`config.mk`:
```
export PLATFORM = sky130hd
export DESIGN_NAME = sertx_top
export DESIGN_NICKNAME = d
export VERILOG_FILES = /design/src/rtl/sertx_pkg.sv /design/src/rtl/sertx_decode.sv /design/src/rtl/sertx_ctrl.sv /design/src/rtl/sertx_dp.sv /design/src/rtl/sertx_top.sv
export SDC_FILE = /design/constraint.sdc
export NUM_CORES = 1
export LEC_CHECK = 0
export BUFFER_PORTS_ARGS = -buffer_cell sky130_fd_sc_hd__buf_2
export CORE_ASPECT_RATIO = 1.4
export CORE_MARGIN = 3
export CORE_UTILIZATION = 46
export DETAILED_ROUTE_END_ITERATION = 7
export GPL_ROUTABILITY_DRIVEN = 0
export PLACE_DENSITY = 0.75
export SLEW_MARGIN = 0
export SYNTH_ARGS = -nofsm -noshare
export SYNTH_HDL_FRONTEND = slang
export SYNTH_SLANG_ARGS = --single-unit
export TNS_END_PERCENT = 20
```
`constraint.sdc`:
```
create_clock -name clk -period 2 [get_ports clk]
set_input_delay 0.4 -clock clk [delete_from_list [all_inputs] [get_ports clk]]
set_output_delay 0.4 -clock clk [all_outputs]
set_load 0.005 [all_outputs]
```
`src/rtl/sertx_pkg.sv`:
```
package sertx_pkg;

  typedef enum logic [1:0] {
    ST_IDLE  = 2'd0,
    ST_START = 2'd1,
    ST_DATA  = 2'd2,
    ST_STOP  = 2'd3
  } txState_e;

  typedef enum logic [1:0] {
    LINE_MARK  = 2'd0,
    LINE_SPACE = 2'd1,
    LINE_BIT   = 2'd2
  } lineSel_e;

  typedef struct packed {
    logic     loadByte;
    logic     shiftOut;
    logic     timerRun;
    logic     busy;
    lineSel_e lineSel;
  } ctrlStrb_t;

endpackage

```
`src/rtl/sertx_decode.sv`:
```
module sertx_decode #(
  parameter int ADDR_W    = 16,
  parameter logic [ADDR_W-1:0] TX_ADDR   = '1,
  parameter logic [ADDR_W-1:0] STAT_ADDR = '1 - 1'b1
) (
  input  logic [ADDR_W-1:0] busAddr,
  input  logic              busWr,
  input  logic              busRd,
  output logic              txWrHit,
  output logic              statRdHit
);

  always_comb begin
    txWrHit   = busWr && (busAddr == TX_ADDR);
    statRdHit = busRd && (busAddr == STAT_ADDR);
  end

endmodule

```
`src/rtl/sertx_ctrl.sv`:
```
module sertx_ctrl
  import sertx_pkg::*;
#(
  parameter int DATA_W = 8
) (
  input  logic      clk,
  input  logic      rstN,
  input  logic      txWrHit,
  input  logic      bitTick,
  output ctrlStrb_t strb
);

  localparam int BIT_W = (DATA_W > 1) ? $clog2(DATA_W) : 1;
  localparam logic [BIT_W-1:0] LAST_BIT = BIT_W'(DATA_W - 1);

  txState_e        curState, nxtState;
  logic [BIT_W-1:0] bitIdx;

  always_comb begin
    nxtState      = curState;
    strb.loadByte = 1'b0;
    strb.shiftOut = 1'b0;
    strb.timerRun = 1'b1;
    strb.busy     = 1'b1;
    strb.lineSel  = LINE_MARK;
    unique case (curState)
      ST_IDLE: begin
        strb.timerRun = 1'b0;
        strb.busy     = 1'b0;
        if (txWrHit) begin
          strb.loadByte = 1'b1;
          nxtState      = ST_START;
        end
      end
      ST_START: begin
        strb.lineSel = LINE_SPACE;
        if (bitTick) nxtState = ST_DATA;
      end
      ST_DATA: begin
        strb.lineSel = LINE_BIT;
        if (bitTick) begin
          strb.shiftOut = 1'b1;
          if (bitIdx == LAST_BIT) nxtState = ST_STOP;
        end
      end
      ST_STOP: begin
        strb.lineSel = LINE_MARK;
        if (bitTick) nxtState = ST_IDLE;
      end
      default: nxtState = ST_IDLE;
    endcase
  end

  always_ff @(posedge clk or negedge rstN) begin
    if (!rstN) begin
      curState <= ST_IDLE;
      bitIdx   <= '0;
    end else begin
      curState <= nxtState;
      if (curState != ST_DATA)
        bitIdx <= '0;
      else if (bitTick)
        bitIdx <= bitIdx + 1'b1;
    end
  end

endmodule

```
`src/rtl/sertx_dp.sv`:
```
module sertx_dp
  import sertx_pkg::*;
#(
  parameter int DATA_W       = 8,
  parameter int CLKS_PER_BIT = 16
) (
  input  logic              clk,
  input  logic              rstN,
  input  ctrlStrb_t         strb,
  input  logic              statRdHit,
  input  logic [DATA_W-1:0] busWrData,
  output logic              bitTick,
  output logic [DATA_W-1:0] busRdData,
  output logic              txLine
);

  localparam int CNT_W = $clog2(CLKS_PER_BIT + 1);
  localparam logic [CNT_W-1:0] CNT_LAST = CNT_W'(CLKS_PER_BIT - 1);

  logic [CNT_W-1:0]  bitCnt;
  logic [DATA_W-1:0] shiftReg;
  logic [DATA_W-1:0] rdReg;

  assign bitTick   = strb.timerRun && (bitCnt == CNT_LAST);
  assign busRdData = rdReg;

  always_ff @(posedge clk or negedge rstN) begin
    if (!rstN) begin
      bitCnt <= '0;
    end else if (!strb.timerRun || strb.loadByte || bitTick) begin
      bitCnt <= '0;
    end else begin
      bitCnt <= bitCnt + 1'b1;
    end
  end

  always_ff @(posedge clk or negedge rstN) begin
    if (!rstN) begin
      shiftReg <= '0;
    end else if (strb.loadByte) begin
      shiftReg <= busWrData;
    end else if (strb.shiftOut) begin
      shiftReg <= {1'b0, shiftReg[DATA_W-1:1]};
    end
  end

  always_ff @(posedge clk or negedge rstN) begin
    if (!rstN) begin
      rdReg <= '0;
    end else if (statRdHit) begin
      rdReg <= {{(DATA_W-1){1'b0}}, strb.busy};
    end else begin
      rdReg <= '0;
    end
  end

  always_comb begin
    unique case (strb.lineSel)
      LINE_SPACE: txLine = 1'b0;
      LINE_BIT:   txLine = shiftReg[0];
      default:    txLine = 1'b1;
    endcase
  end

endmodule

```
`src/rtl/sertx_top.sv`:
```
module sertx_top
  import sertx_pkg::*;
#(
  parameter int ADDR_W       = 16,
  parameter int DATA_W       = 8,
  parameter int CLKS_PER_BIT = 16,
  parameter logic [ADDR_W-1:0] TX_ADDR   = 16'hFFFF,
  parameter logic [ADDR_W-1:0] STAT_ADDR = 16'hFFFE
) (
  input  logic              clk,
  input  logic              rstN,
  input  logic [ADDR_W-1:0] busAddr,
  input  logic [DATA_W-1:0] busWrData,
  input  logic              busWr,
  input  logic              busRd,
  output logic [DATA_W-1:0] busRdData,
  output logic              txLine
);

  ctrlStrb_t strb;
  logic      txWrHit;
  logic      statRdHit;
  logic      bitTick;
  logic      frameBusy;

  assign frameBusy = strb.busy;

  sertx_decode #(
    .ADDR_W   (ADDR_W),
    .TX_ADDR  (TX_ADDR),
    .STAT_ADDR(STAT_ADDR)
  ) u_decode (
    .busAddr  (busAddr),
    .busWr    (busWr),
    .busRd    (busRd),
    .txWrHit  (txWrHit),
    .statRdHit(statRdHit)
  );

  sertx_ctrl #(
    .DATA_W(DATA_W)
  ) u_ctrl (
    .clk    (clk),
    .rstN   (rstN),
    .txWrHit(txWrHit),
    .bitTick(bitTick),
    .strb   (strb)
  );

  sertx_dp #(
    .DATA_W      (DATA_W),
    .CLKS_PER_BIT(CLKS_PER_BIT)
  ) u_dp (
    .clk      (clk),
    .rstN     (rstN),
    .strb     (strb),
    .statRdHit(statRdHit),
    .busWrData(busWrData),
    .bitTick  (bitTick),
    .busRdData(busRdData),
    .txLine   (txLine)
  );

endmodule

```
* Yosys cells after proc, flatten, opt, wreduce, memory -nomap -nowiden
Cells that the tools add are included.
Word-level totals: register bits after elaboration 19, input port bits 28, output and inout port bits 9
Operators by class: add/sub/neg operators 2, eq/ne operators 15, multiplexer cells 19, reduce and logical (&&, ||, !) cells 10
Operators with widths (count):
- 16-bit equality test, second input constant | 2
- 8-bit two-way mux | 2
- 2-bit two-way mux | 6
- 2-bit by 1-bit inequality test with 1-bit output, second input constant | 4
- 2-bit case mux with 4 select lines | 1
- 2-bit equality test, second input constant | 3
- 3-bit two-way mux | 2
- 5-bit by 1-bit adder with 5-bit output, second input constant | 1
- 5-bit by 4-bit equality test with 1-bit output, second input constant | 1
- 1-bit two-way mux | 5
- 5-bit two-way mux | 1
- 5-bit AND reduction | 1
- 2-bit by 1-bit equality test with 1-bit output, second input constant | 2
- 2-bit inequality test, second input constant | 2
- 2-bit case mux with 2 select lines | 1
- 2-bit nonzero test | 2
- 3-bit by 1-bit adder with 3-bit output, second input constant | 1
- 3-bit equality test, second input constant | 1
- 1-bit logical AND | 3
- 2-bit zero test | 1
- 1-bit logical OR | 2
- 1-bit case mux with 2 select lines | 1
- 1-bit zero test | 1

* Longest topological paths before layout
Gate-level depths: netlist of run 1.
word-level depth 7, gate-level depth with buffers 8, mapped depth without buffers 7

* Modules after synthesis
A second synthesis of run 1 with hierarchy kept.
Unflattened totals: cell total of the unflattened synthesis 114, area, all modules 1144.8 µm²
By module, submodules not included:
- sertx_dp | times used 1, cells an instance 68, area an instance 711.9 µm², seq. area each 350.3 µm²
- sertx_ctrl | times used 1, cells an instance 39, area an instance 387.9 µm², seq. area each 125.1 µm²
- sertx_decode | times used 1, cells an instance 7, area an instance 45.0 µm², seq. area each 0.0 µm²

* Least setup slack after synthesis of run 1
Ideal clock, no wire load.
path kind register to register, from reg u_dp.bitCnt[0], to reg u_dp.shiftReg[6], setup time 125 ps, arrival time 1798 ps, required time 1875 ps, slack 77 ps, cell stages (with the launch flop) 8, buffers on the path 1, period minus slack after synthesis 1923 ps, cells stage by stage dfrtp_1 -> ha_1 -> and3_1 -> ha_1 -> buf_2 -> nand3_4 -> mux2_2 -> mux2_4
Between the ends: cells in the longest elaborated chain, start to end 5
RTL lines:
- start: declaration | line sertx_dp.sv:20 | logic [CNT_W-1:0] bitCnt;
- start signal: assignment | line sertx_dp.sv:33 | bitCnt <= bitCnt + 1'b1;
- 5-bit by 4-bit equality test with 1-bit output | line sertx_dp.sv:24 | assign bitTick = strb.timerRun && (bitCnt == CNT_LAST);
- 1-bit logical AND | line sertx_dp.sv:24
- 1-bit two-way mux | line sertx_ctrl.sv:41 | if (bitTick) begin
- 1-bit two-way mux | line sertx_ctrl.sv:26 | unique case (curState)
- 2-bit nonzero test (no source line)
- end signal: assignment | line sertx_dp.sv:41 | shiftReg <= busWrData;
- end signal: assignment | line sertx_dp.sv:43 | shiftReg <= {1'b0, shiftReg[DATA_W-1:1]};
- end: declaration | line sertx_dp.sv:21 | logic [DATA_W-1:0] shiftReg;
Every way passes these cells. A chain may end at the register's enable or synchronous reset.

* Final worst setup path of run 1
from reg u_dp.bitCnt[0], to reg u_dp.shiftReg[5]
The elaborated chain is that of the path after synthesis.

==> impl_metrics.prom, run 1 <==
# TYPE chip_impl_metric gauge
chip_impl_info{name="status",value="finished clean"} 1
chip_impl_metric{name="number_of_optimization_iterations_in_the_first_detailed_route_pass",unit=""} 4
chip_impl_metric{name="final_layout_size_suffix_gt1_frac",unit=""} 0.417
chip_impl_metric{name="power_density",unit="nW/µm²"} 442
chip_impl_metric{name="tritoncts_num_sinks",unit=""} 19
chip_impl_metric{name="totalWireLength",unit="mm"} 2.11
chip_impl_metric{name="clkTransAtPathRegs",unit="ps"} 120
chip_impl_metric{name="cts_buffers",unit=""} 3
chip_impl_metric{name="final-hold-violation-count",unit=""} 0
chip_impl_metric{name="floorplan.initialDensity",unit=""} 0.499
chip_impl_metric{name="synth.yosys.warnings",unit=""} 0
chip_impl_metric{name="pwr-share-seq",unit=""} 0.609
chip_impl_info{name="path_cells",value="ha_1 -> and3_1 -> ha_1 -> nand3_4 -> mux2_1 -> mux2_4"} 1
chip_impl_metric{name="asyncSetResetFlopFracSynth",unit=""} 1.00
chip_impl_info{name="critical_path_class",value="reg2reg"} 1
chip_impl_info{name="clk_root_buffer_cell",value="sky130_fd_sc_hd__clkbuf_4"} 1
chip_impl_metric{name="grt_antenna_before_repair",unit=""} 0
chip_impl_metric{name="timing.final.setup_violations",unit=""} 0
chip_impl_metric{name="drc",unit=""} 0
chip_impl_metric{name="yosysUniqueCellTypes",unit=""} 35
chip_impl_metric{name="critical_path_peak_fanout",unit=""} 8
chip_impl_metric{name="grt_overflow_total",unit=""} 0
chip_impl_metric{name="cp.arrival",unit="ps"} 2110
chip_impl_info{name="tritoncts",value="yes"} 1
chip_impl_metric{name="dr.first_iter.drc_count",unit=""} 9
chip_impl_metric{name="postCtsSetupRepairBufs",unit=""} 0
chip_impl_metric{name="skew",unit="ps"} 6.84
chip_impl_metric{name="fin_crit",unit="ps"} 1910
chip_impl_metric{name="drv_slew",unit=""} 0
chip_impl_info{name="timing.critical_path.slowest_stage_cell",value="sky130_fd_sc_hd__dfrtp_1"} 1
chip_impl_metric{name="core_region_area",unit="µm²"} 2470
chip_impl_info{name="grt_setup_unrepaired",value="no"} 1
chip_impl_metric{name="holdBufCountCts",unit=""} 0
chip_impl_metric{name="power_frac_comb",unit=""} 0.074
chip_impl_metric{name="worst_ir_drop_vdd",unit="V"} 0.000251
chip_impl_metric{name="htreeDepth",unit=""} 1
chip_impl_metric{name="mappedNetlistArea",unit="µm²"} 1230
chip_impl_metric{name="antenna_cells_inserted",unit=""} 0
chip_impl_metric{name="worst-endpoint-required",unit="ps"} 2190
chip_impl_metric{name="synthesis.instances",unit=""} 101
chip_impl_info{name="synth_area_leaders",value="sky130_fd_sc_hd__dfrtp_1, sky130_fd_sc_hd__ha_1, sky130_fd_sc_hd__mux2_4"} 1
chip_impl_metric{name="power.share.switching",unit=""} 0.238
chip_impl_metric{name="grt_first_pass_wirelength",unit="mm"} 3.65
chip_impl_metric{name="critPathMaxStageDelay",unit="ps"} 420
chip_impl_metric{name="portBuffers",unit=""} 29
chip_impl_metric{name="power.net_switching",unit="mW"} 0.150
chip_impl_metric{name="final_net_count",unit=""} 171
chip_impl_metric{name="holdWs",unit="ps"} 16.4
chip_impl_metric{name="maxCapViolations",unit=""} 0
chip_impl_metric{name="max_freq",unit="MHz"} 522
chip_impl_metric{name="avgSynthCellArea",unit="µm²"} 12.2
chip_impl_metric{name="power_internal",unit="mW"} 0.480
chip_impl_info{name="synth_top_cell_by_area",value="sky130_fd_sc_hd__dfrtp_1"} 1
chip_impl_metric{name="leakagePower",unit="nW"} 0.747
chip_impl_metric{name="maximum_number_of_pins_on_one_net_before_global_route_repair",unit=""} 20
chip_impl_metric{name="die_w",unit="µm"} 49.7
chip_impl_info{name="setup.worst_path.end_class",value="flip-flop"} 1
chip_impl_metric{name="floorplan.die.height",unit="µm"} 67.2
chip_impl_metric{name="route.detailed.wl_per_inst",unit="µm"} 12.7
chip_impl_metric{name="synth_top_area_share",unit=""} 0.386
chip_impl_metric{name="cts_buffer_depth",unit=""} 2
chip_impl_metric{name="period_share",unit=""} 0.957
chip_impl_metric{name="edff_count_synth",unit=""} 0
chip_impl_metric{name="num_io_pins",unit=""} 37
chip_impl_metric{name="clock_power_share",unit=""} 0.318
chip_impl_info{name="library_cell_with_the_highest_instance_count_after_synthesis",value="sky130_fd_sc_hd__dfrtp_1"} 1
chip_impl_metric{name="via_count_of_the_first_global_routing_pass",unit=""} 923
chip_impl_info{name="worst_path_most_repeated_cell",value="sky130_fd_sc_hd__ha_1"} 1
chip_impl_info{name="yosys_most_used_dff",value="sky130_fd_sc_hd__dfrtp_1"} 1
chip_impl_info{name="timing.hold.worst.class",value="in2async"} 1
chip_impl_metric{name="grt_util_all_layers",unit=""} 0.140
chip_impl_metric{name="hpwl",unit="mm"} 1.71
chip_impl_metric{name="placementRows",unit=""} 21
chip_impl_info{name="synth.cells.most_frequent",value="sky130_fd_sc_hd__dfrtp_1, sky130_fd_sc_hd__ha_1, sky130_fd_sc_hd__buf_4, sky130_fd_sc_hd__mux2_4, sky130_fd_sc_hd__mux2_1"} 1
chip_impl_metric{name="area.growth.synth_to_final",unit="%"} 15.8
chip_impl_metric{name="antenna_violating_nets_post_route",unit=""} 0
chip_impl_info{name="critical_path_start_type",value="flip-flop"} 1
chip_impl_metric{name="synth.ff_latch_count",unit=""} 19
chip_impl_metric{name="fp.dieArea",unit="µm²"} 3350
chip_impl_metric{name="seq_area_frac_synth",unit=""} 0.386
chip_impl_metric{name="fill_cells",unit=""} 223
chip_impl_metric{name="totalNegativeSetupSlack",unit="ps"} 0
chip_impl_metric{name="routed_via_density",unit=""} 5.02
chip_impl_metric{name="cts.repair.resized",unit=""} 0
chip_impl_metric{name="clk-insertion-delay-late",unit="ps"} 300
chip_impl_metric{name="dr_total_vias",unit=""} 834
==> per-stage QoR <==
step	instance area [µm²]	util	std cells	worst slack (ps)	total power, mW
2_1_floorplan	1250	-	107	77.4	0.411
3_3_place_gp	1380	0.560	162	159	0.437
3_5_place_dp	1380	0.560	162	77.6	0.439
4_1_cts	1410	0.571	166	57.6	0.634
5_1_grt	1430	0.578	166	6.03	0.663
6_report	1430	0.578	166	85.7	0.631
==> per-layer routing <==
layer,global-route usage,share of wire
met4,0.0761,0.011
met1,0.157,0.41
met5,0,0
met3,0.0265,0.051
met2,0.248,0.53
==> logic make-up (layout without fill, tap and decap cells) <==
kind of cell,Yosys count,count (layout),synth area share
AOI/OAI and AO/OA,9,9,0.0599
xor gates and xnor gates,3,3,0.0213
buffers and inverters,15,40,0.0761
DFF,19,19,0.386
adders and majority gates,10,10,0.102
other,1,7,0.00304
and+or+nand+nor,27,27,0.179
muxes,17,17,0.174
==> final timing paths <==
kind | endpoint | cells after the start | startpoint | slack (ps)
setup / recovery | u_dp.shiftReg[5] | 6 | u_dp.bitCnt[0] | 90
hold / removal | u_ctrl.bitIdx[2] | 1 | rstN | 20
setup reg to reg | u_dp.shiftReg[5] | 6 | u_dp.bitCnt[0] | 90
hold reg to reg | u_dp.bitCnt[0] | 1 | u_dp.bitCnt[0] | 490
max in group asynchronous | u_dp.shiftReg[4] | 1 | rstN | 1670
min in group clk | u_dp.busRdData[0] | 3 | busRd | 320
==> power groups by stage <==
stage / combinational, mW / clock (mW) / sequential [mW]
after floorplan: 0.0191 / 0 / 0.392
after global placement: 0.0455 / 0 / 0.391
final: 0.0464 / 0.200 / 0.384
after CTS: 0.0474 / 0.202 / 0.384
after global routing: 0.0525 / 0.227 / 0.384
after detailed placement: 0.0474 / 0 / 0.391
==> area by class of cell <==
| class | instances | area [µm²] | share of cell area |
|---|---|---|---|
| inverters | 5 | 20.0 | 0.0140 |
| multi-input cells | 73 | 702 | 0.492 |
| flip-flops and latches | 19 | 475 | 0.333 |
| repair buffers | 31 | 160 | 0.112 |
| clock inverters | 1 | 5.00 | 0.00351 |
| clock buffers | 3 | 22.5 | 0.0158 |
| well taps | 34 | 42.5 | 0.0298 |
==> worst max-delay path, delay by kind of cell, from the launching register on <==
| family | cells | cell delay (ps) |
|---|---|---|
| adder cells (fa/ha/maj) | 2 | 450 |
| flip-flops | 1 | 420 |
| multiplexers | 2 | 600 |
| AND/OR/NAND/NOR | 2 | 330 |
==> layout by cell type, fill, tap and decap left out, types with 3 or more instances in the layout <==
master / netlist / routed
sky130_fd_sc_hd__clkbuf_4: 0 / 3
sky130_fd_sc_hd__mux2i_1: 3 / 3
sky130_fd_sc_hd__nor3_1: 4 / 4
sky130_fd_sc_hd__mux2_1: 6 / 6
sky130_fd_sc_hd__nand3_1: 3 / 3
sky130_fd_sc_hd__nor2b_1: 3 / 3
sky130_fd_sc_hd__inv_1: 4 / 4
sky130_fd_sc_hd__a21oi_1: 3 / 3
sky130_fd_sc_hd__ha_1: 10 / 8
sky130_fd_sc_hd__dfrtp_1: 19 / 19
sky130_fd_sc_hd__buf_2: 2 / 29
sky130_fd_sc_hd__conb_1: 1 / 7
sky130_fd_sc_hd__mux2_4: 7 / 7
==> registers in the layout, indices dropped and copies added (netlist names) <==
| signal | flops |
|---|---|
| u_dp.busRdData | 1 |
| u_ctrl.bitIdx | 3 |
| u_dp.shiftReg | 8 |
| u_dp.bitCnt | 5 |
| u_ctrl.curState | 2 |
(Power assumes the default switching activity.)
==> inputs of run 2 (changes only) <==
--- a/config.mk
+++ b/config.mk
@@ -8,10 +8,9 @@
 export BUFFER_PORTS_ARGS = -buffer_cell sky130_fd_sc_hd__buf_2
 export CORE_ASPECT_RATIO = 1.4
 export CORE_MARGIN = 3
-export CORE_UTILIZATION = 46
+export CORE_UTILIZATION = 35
 export DETAILED_ROUTE_END_ITERATION = 7
 export GPL_ROUTABILITY_DRIVEN = 0
-export PLACE_DENSITY = 0.75
 export SLEW_MARGIN = 0
 export SYNTH_ARGS = -nofsm -noshare
 export SYNTH_HDL_FRONTEND = slang
==> impl_metrics.prom, run 2 (synthesized netlist as in run 1, its figures left out) <==
# TYPE chip_impl_metric gauge
chip_impl_metric{name="fill_cells",unit=""} 312
chip_impl_metric{name="clkTransAtPathRegs",unit="ps"} 70
chip_impl_metric{name="antenna_violating_nets_post_route",unit=""} 0
chip_impl_info{name="status",value="finished clean"} 1
chip_impl_metric{name="cts_buffer_depth",unit=""} 2
chip_impl_info{name="biggestRegsByFlops",value="u_dp.shiftReg (8), u_dp.bitCnt (5), u_ctrl.bitIdx (3)"} 1
chip_impl_info{name="tritoncts",value="yes"} 1
chip_impl_metric{name="cts_buffers",unit=""} 3
chip_impl_info{name="commonest_cells_after_routing_fill_and_taps_aside",value="sky130_fd_sc_hd__buf_2, sky130_fd_sc_hd__dfrtp_1, sky130_fd_sc_hd__ha_1, sky130_fd_sc_hd__mux2_4, sky130_fd_sc_hd__conb_1"} 1
chip_impl_metric{name="dr_total_vias",unit=""} 824
chip_impl_metric{name="grt_antenna_before_repair",unit=""} 0
chip_impl_metric{name="drc",unit=""} 0
chip_impl_metric{name="total_power",unit="mW"} 0.693
chip_impl_metric{name="fin_crit",unit="ps"} 1880
chip_impl_metric{name="final_net_count",unit=""} 171
chip_impl_metric{name="number_of_optimization_iterations_in_the_first_detailed_route_pass",unit=""} 2
chip_impl_metric{name="grt_first_pass_wirelength",unit="mm"} 3.55
chip_impl_metric{name="drv_slew",unit=""} 0
chip_impl_metric{name="fp.dieArea",unit="µm²"} 4280
chip_impl_metric{name="timing.final.setup_violations",unit=""} 0
chip_impl_metric{name="period_share",unit=""} 0.941
chip_impl_info{name="grt_setup_unrepaired",value="no"} 1
chip_impl_metric{name="dr.first_iter.drc_count",unit=""} 17
chip_impl_metric{name="pwr-share-seq",unit=""} 0.555
chip_impl_metric{name="area.growth.synth_to_final",unit="%"} 17.6
chip_impl_metric{name="critical_path_peak_fanout",unit=""} 8
chip_impl_metric{name="final_layout_size_suffix_gt1_frac",unit=""} 0.402
chip_impl_info{name="path_cells",value="ha_1 -> and3_1 -> ha_1 -> nand3_4 -> mux2_1 -> mux2_4"} 1
chip_impl_metric{name="critPathMaxStageDelay",unit="ps"} 400
chip_impl_metric{name="power_internal",unit="mW"} 0.547
chip_impl_metric{name="power_frac_comb",unit=""} 0.067
chip_impl_info{name="mostFrequentLayoutCell",value="sky130_fd_sc_hd__buf_2"} 1
chip_impl_metric{name="tritoncts_num_sinks",unit=""} 19
chip_impl_metric{name="maximum_number_of_pins_on_one_net_before_global_route_repair",unit=""} 20
chip_impl_info{name="timing.critical_path.slowest_stage_cell",value="sky130_fd_sc_hd__dfrtp_1"} 1
chip_impl_info{name="worst_path_most_repeated_cell",value="sky130_fd_sc_hd__ha_1"} 1
chip_impl_metric{name="antenna_cells_inserted",unit=""} 0
chip_impl_metric{name="power.share.switching",unit=""} 0.210
chip_impl_metric{name="leakagePower",unit="nW"} 0.753
chip_impl_info{name="critical_path_class",value="reg2reg"} 1
chip_impl_info{name="clk_root_buffer_cell",value="sky130_fd_sc_hd__clkbuf_8"} 1
chip_impl_metric{name="clk-insertion-delay-late",unit="ps"} 250
chip_impl_metric{name="htreeDepth",unit=""} 1
chip_impl_metric{name="clock_power_share",unit=""} 0.378
chip_impl_info{name="largest_register_by_flop_count",value="u_dp.shiftReg"} 1
chip_impl_metric{name="floorplan.initialDensity",unit=""} 0.380
chip_impl_metric{name="via_count_of_the_first_global_routing_pass",unit=""} 850
chip_impl_metric{name="grt_overflow_total",unit=""} 0
chip_impl_metric{name="power_density",unit="nW/µm²"} 478
chip_impl_info{name="setup.worst_path.end_class",value="flip-flop"} 1
chip_impl_metric{name="holdWs",unit="ps"} 75.5
chip_impl_metric{name="max_freq",unit="MHz"} 531
chip_impl_info{name="rr_startpoint",value="u_dp.bitCnt[0]"} 1
chip_impl_metric{name="cp.arrival",unit="ps"} 2020
chip_impl_metric{name="route.detailed.wl_per_inst",unit="µm"} 13.0
chip_impl_metric{name="fin_util",unit=""} 0.447
chip_impl_metric{name="worst_ir_drop_vdd",unit="V"} 0.000237
chip_impl_info{name="timing.hold.worst.class",value="in2async"} 1
chip_impl_metric{name="floorplan.die.height",unit="µm"} 76.2
chip_impl_metric{name="portBuffers",unit=""} 29
chip_impl_metric{name="postCtsSetupRepairBufs",unit=""} 0
chip_impl_metric{name="totalNegativeSetupSlack",unit="ps"} 0
chip_impl_metric{name="grt_util_all_layers",unit=""} 0.104
chip_impl_metric{name="flip_flop_count_of_the_largest_register_all_copies_and_words_added",unit=""} 8
chip_impl_metric{name="die_w",unit="µm"} 56.2
chip_impl_metric{name="hpwl",unit="mm"} 1.84
chip_impl_metric{name="power.net_switching",unit="mW"} 0.145
chip_impl_metric{name="maxCapViolations",unit=""} 0
chip_impl_info{name="critical_path_start_type",value="flip-flop"} 1
chip_impl_info{name="timing.critical_path.from",value="u_dp.bitCnt[0]"} 1
chip_impl_metric{name="worst-endpoint-required",unit="ps"} 2140
chip_impl_metric{name="num_io_pins",unit=""} 37
chip_impl_metric{name="placementRows",unit=""} 24
chip_impl_metric{name="routed_via_density",unit=""} 4.82
chip_impl_metric{name="final-hold-violation-count",unit=""} 0
chip_impl_metric{name="totalWireLength",unit="mm"} 2.23
chip_impl_metric{name="core_region_area",unit="µm²"} 3240
chip_impl_metric{name="skew",unit="ps"} 4.56
run 2: per-layer routing:
metal	GRT usage	vias up	wire [µm]
met1	0.114	385	852
met3	0.0102	5	102
met4	0.0641	0	60
met5	0	-	0
met2	0.189	28	1210
li1	-	406	-
run 2: critical path, delay by kind of cell (launching register included):
family        cells  cell delay [ps]
flops             1              400
fa+ha+maj         2              450
simple gates      2              320
mux               2              610
run 2: through the flow:
step | cell area [µm²] | setup slack, ps | cells
final | 1450 | 118 | 171
after global routing | 1450 | 12.7 | 171
after CTS | 1440 | 86.0 | 171
after detailed placement | 1390 | 97.8 | 167
after global placement | 1390 | 158 | 167
after floorplan | 1250 | 77.4 | 107
run 2: path summary, 6_finish.rpt:
| check | to | slack [ps] | cells past startpoint |
|---|---|---|---|
| min reg2reg | u_dp.bitCnt[0] | 480 | 1 |
| max reg2reg | u_dp.shiftReg[4] | 120 | 6 |
| max in group asynchronous | u_dp.shiftReg[7] | 1620 | 1 |
| min in group clk | u_dp.busRdData[0] | 380 | 3 |
| max | u_dp.shiftReg[4] | 120 | 6 |
| min | u_ctrl.curState[0] | 80 | 1 |
run 2: cell type report:
type	count	area, µm²	share of cell area
multi-input cells	73	699	0.483
flip-flops and latches	19	475	0.328
repair buffers	31	160	0.111
well taps	39	48.8	0.0337
clock buffers	4	45.0	0.0311
inverters	5	20.0	0.0138
run 2: power by group through the flow:
stage | Sequential (mW) | Clock (mW) | Combinational, mW
after CTS | 0.384 | 0.271 | 0.0482
after detailed placement | 0.391 | 0 | 0.0481
final | 0.384 | 0.262 | 0.0467
after global routing | 0.384 | 0.290 | 0.0523
after global placement | 0.391 | 0 | 0.0461
after floorplan | 0.392 | 0 | 0.0191
run 2: timing repair:
action | in CTS | in global routing
hold buffers | 0 | 0
setup endpoints to repair | 0 | 3
resized for setup | 0 | 2
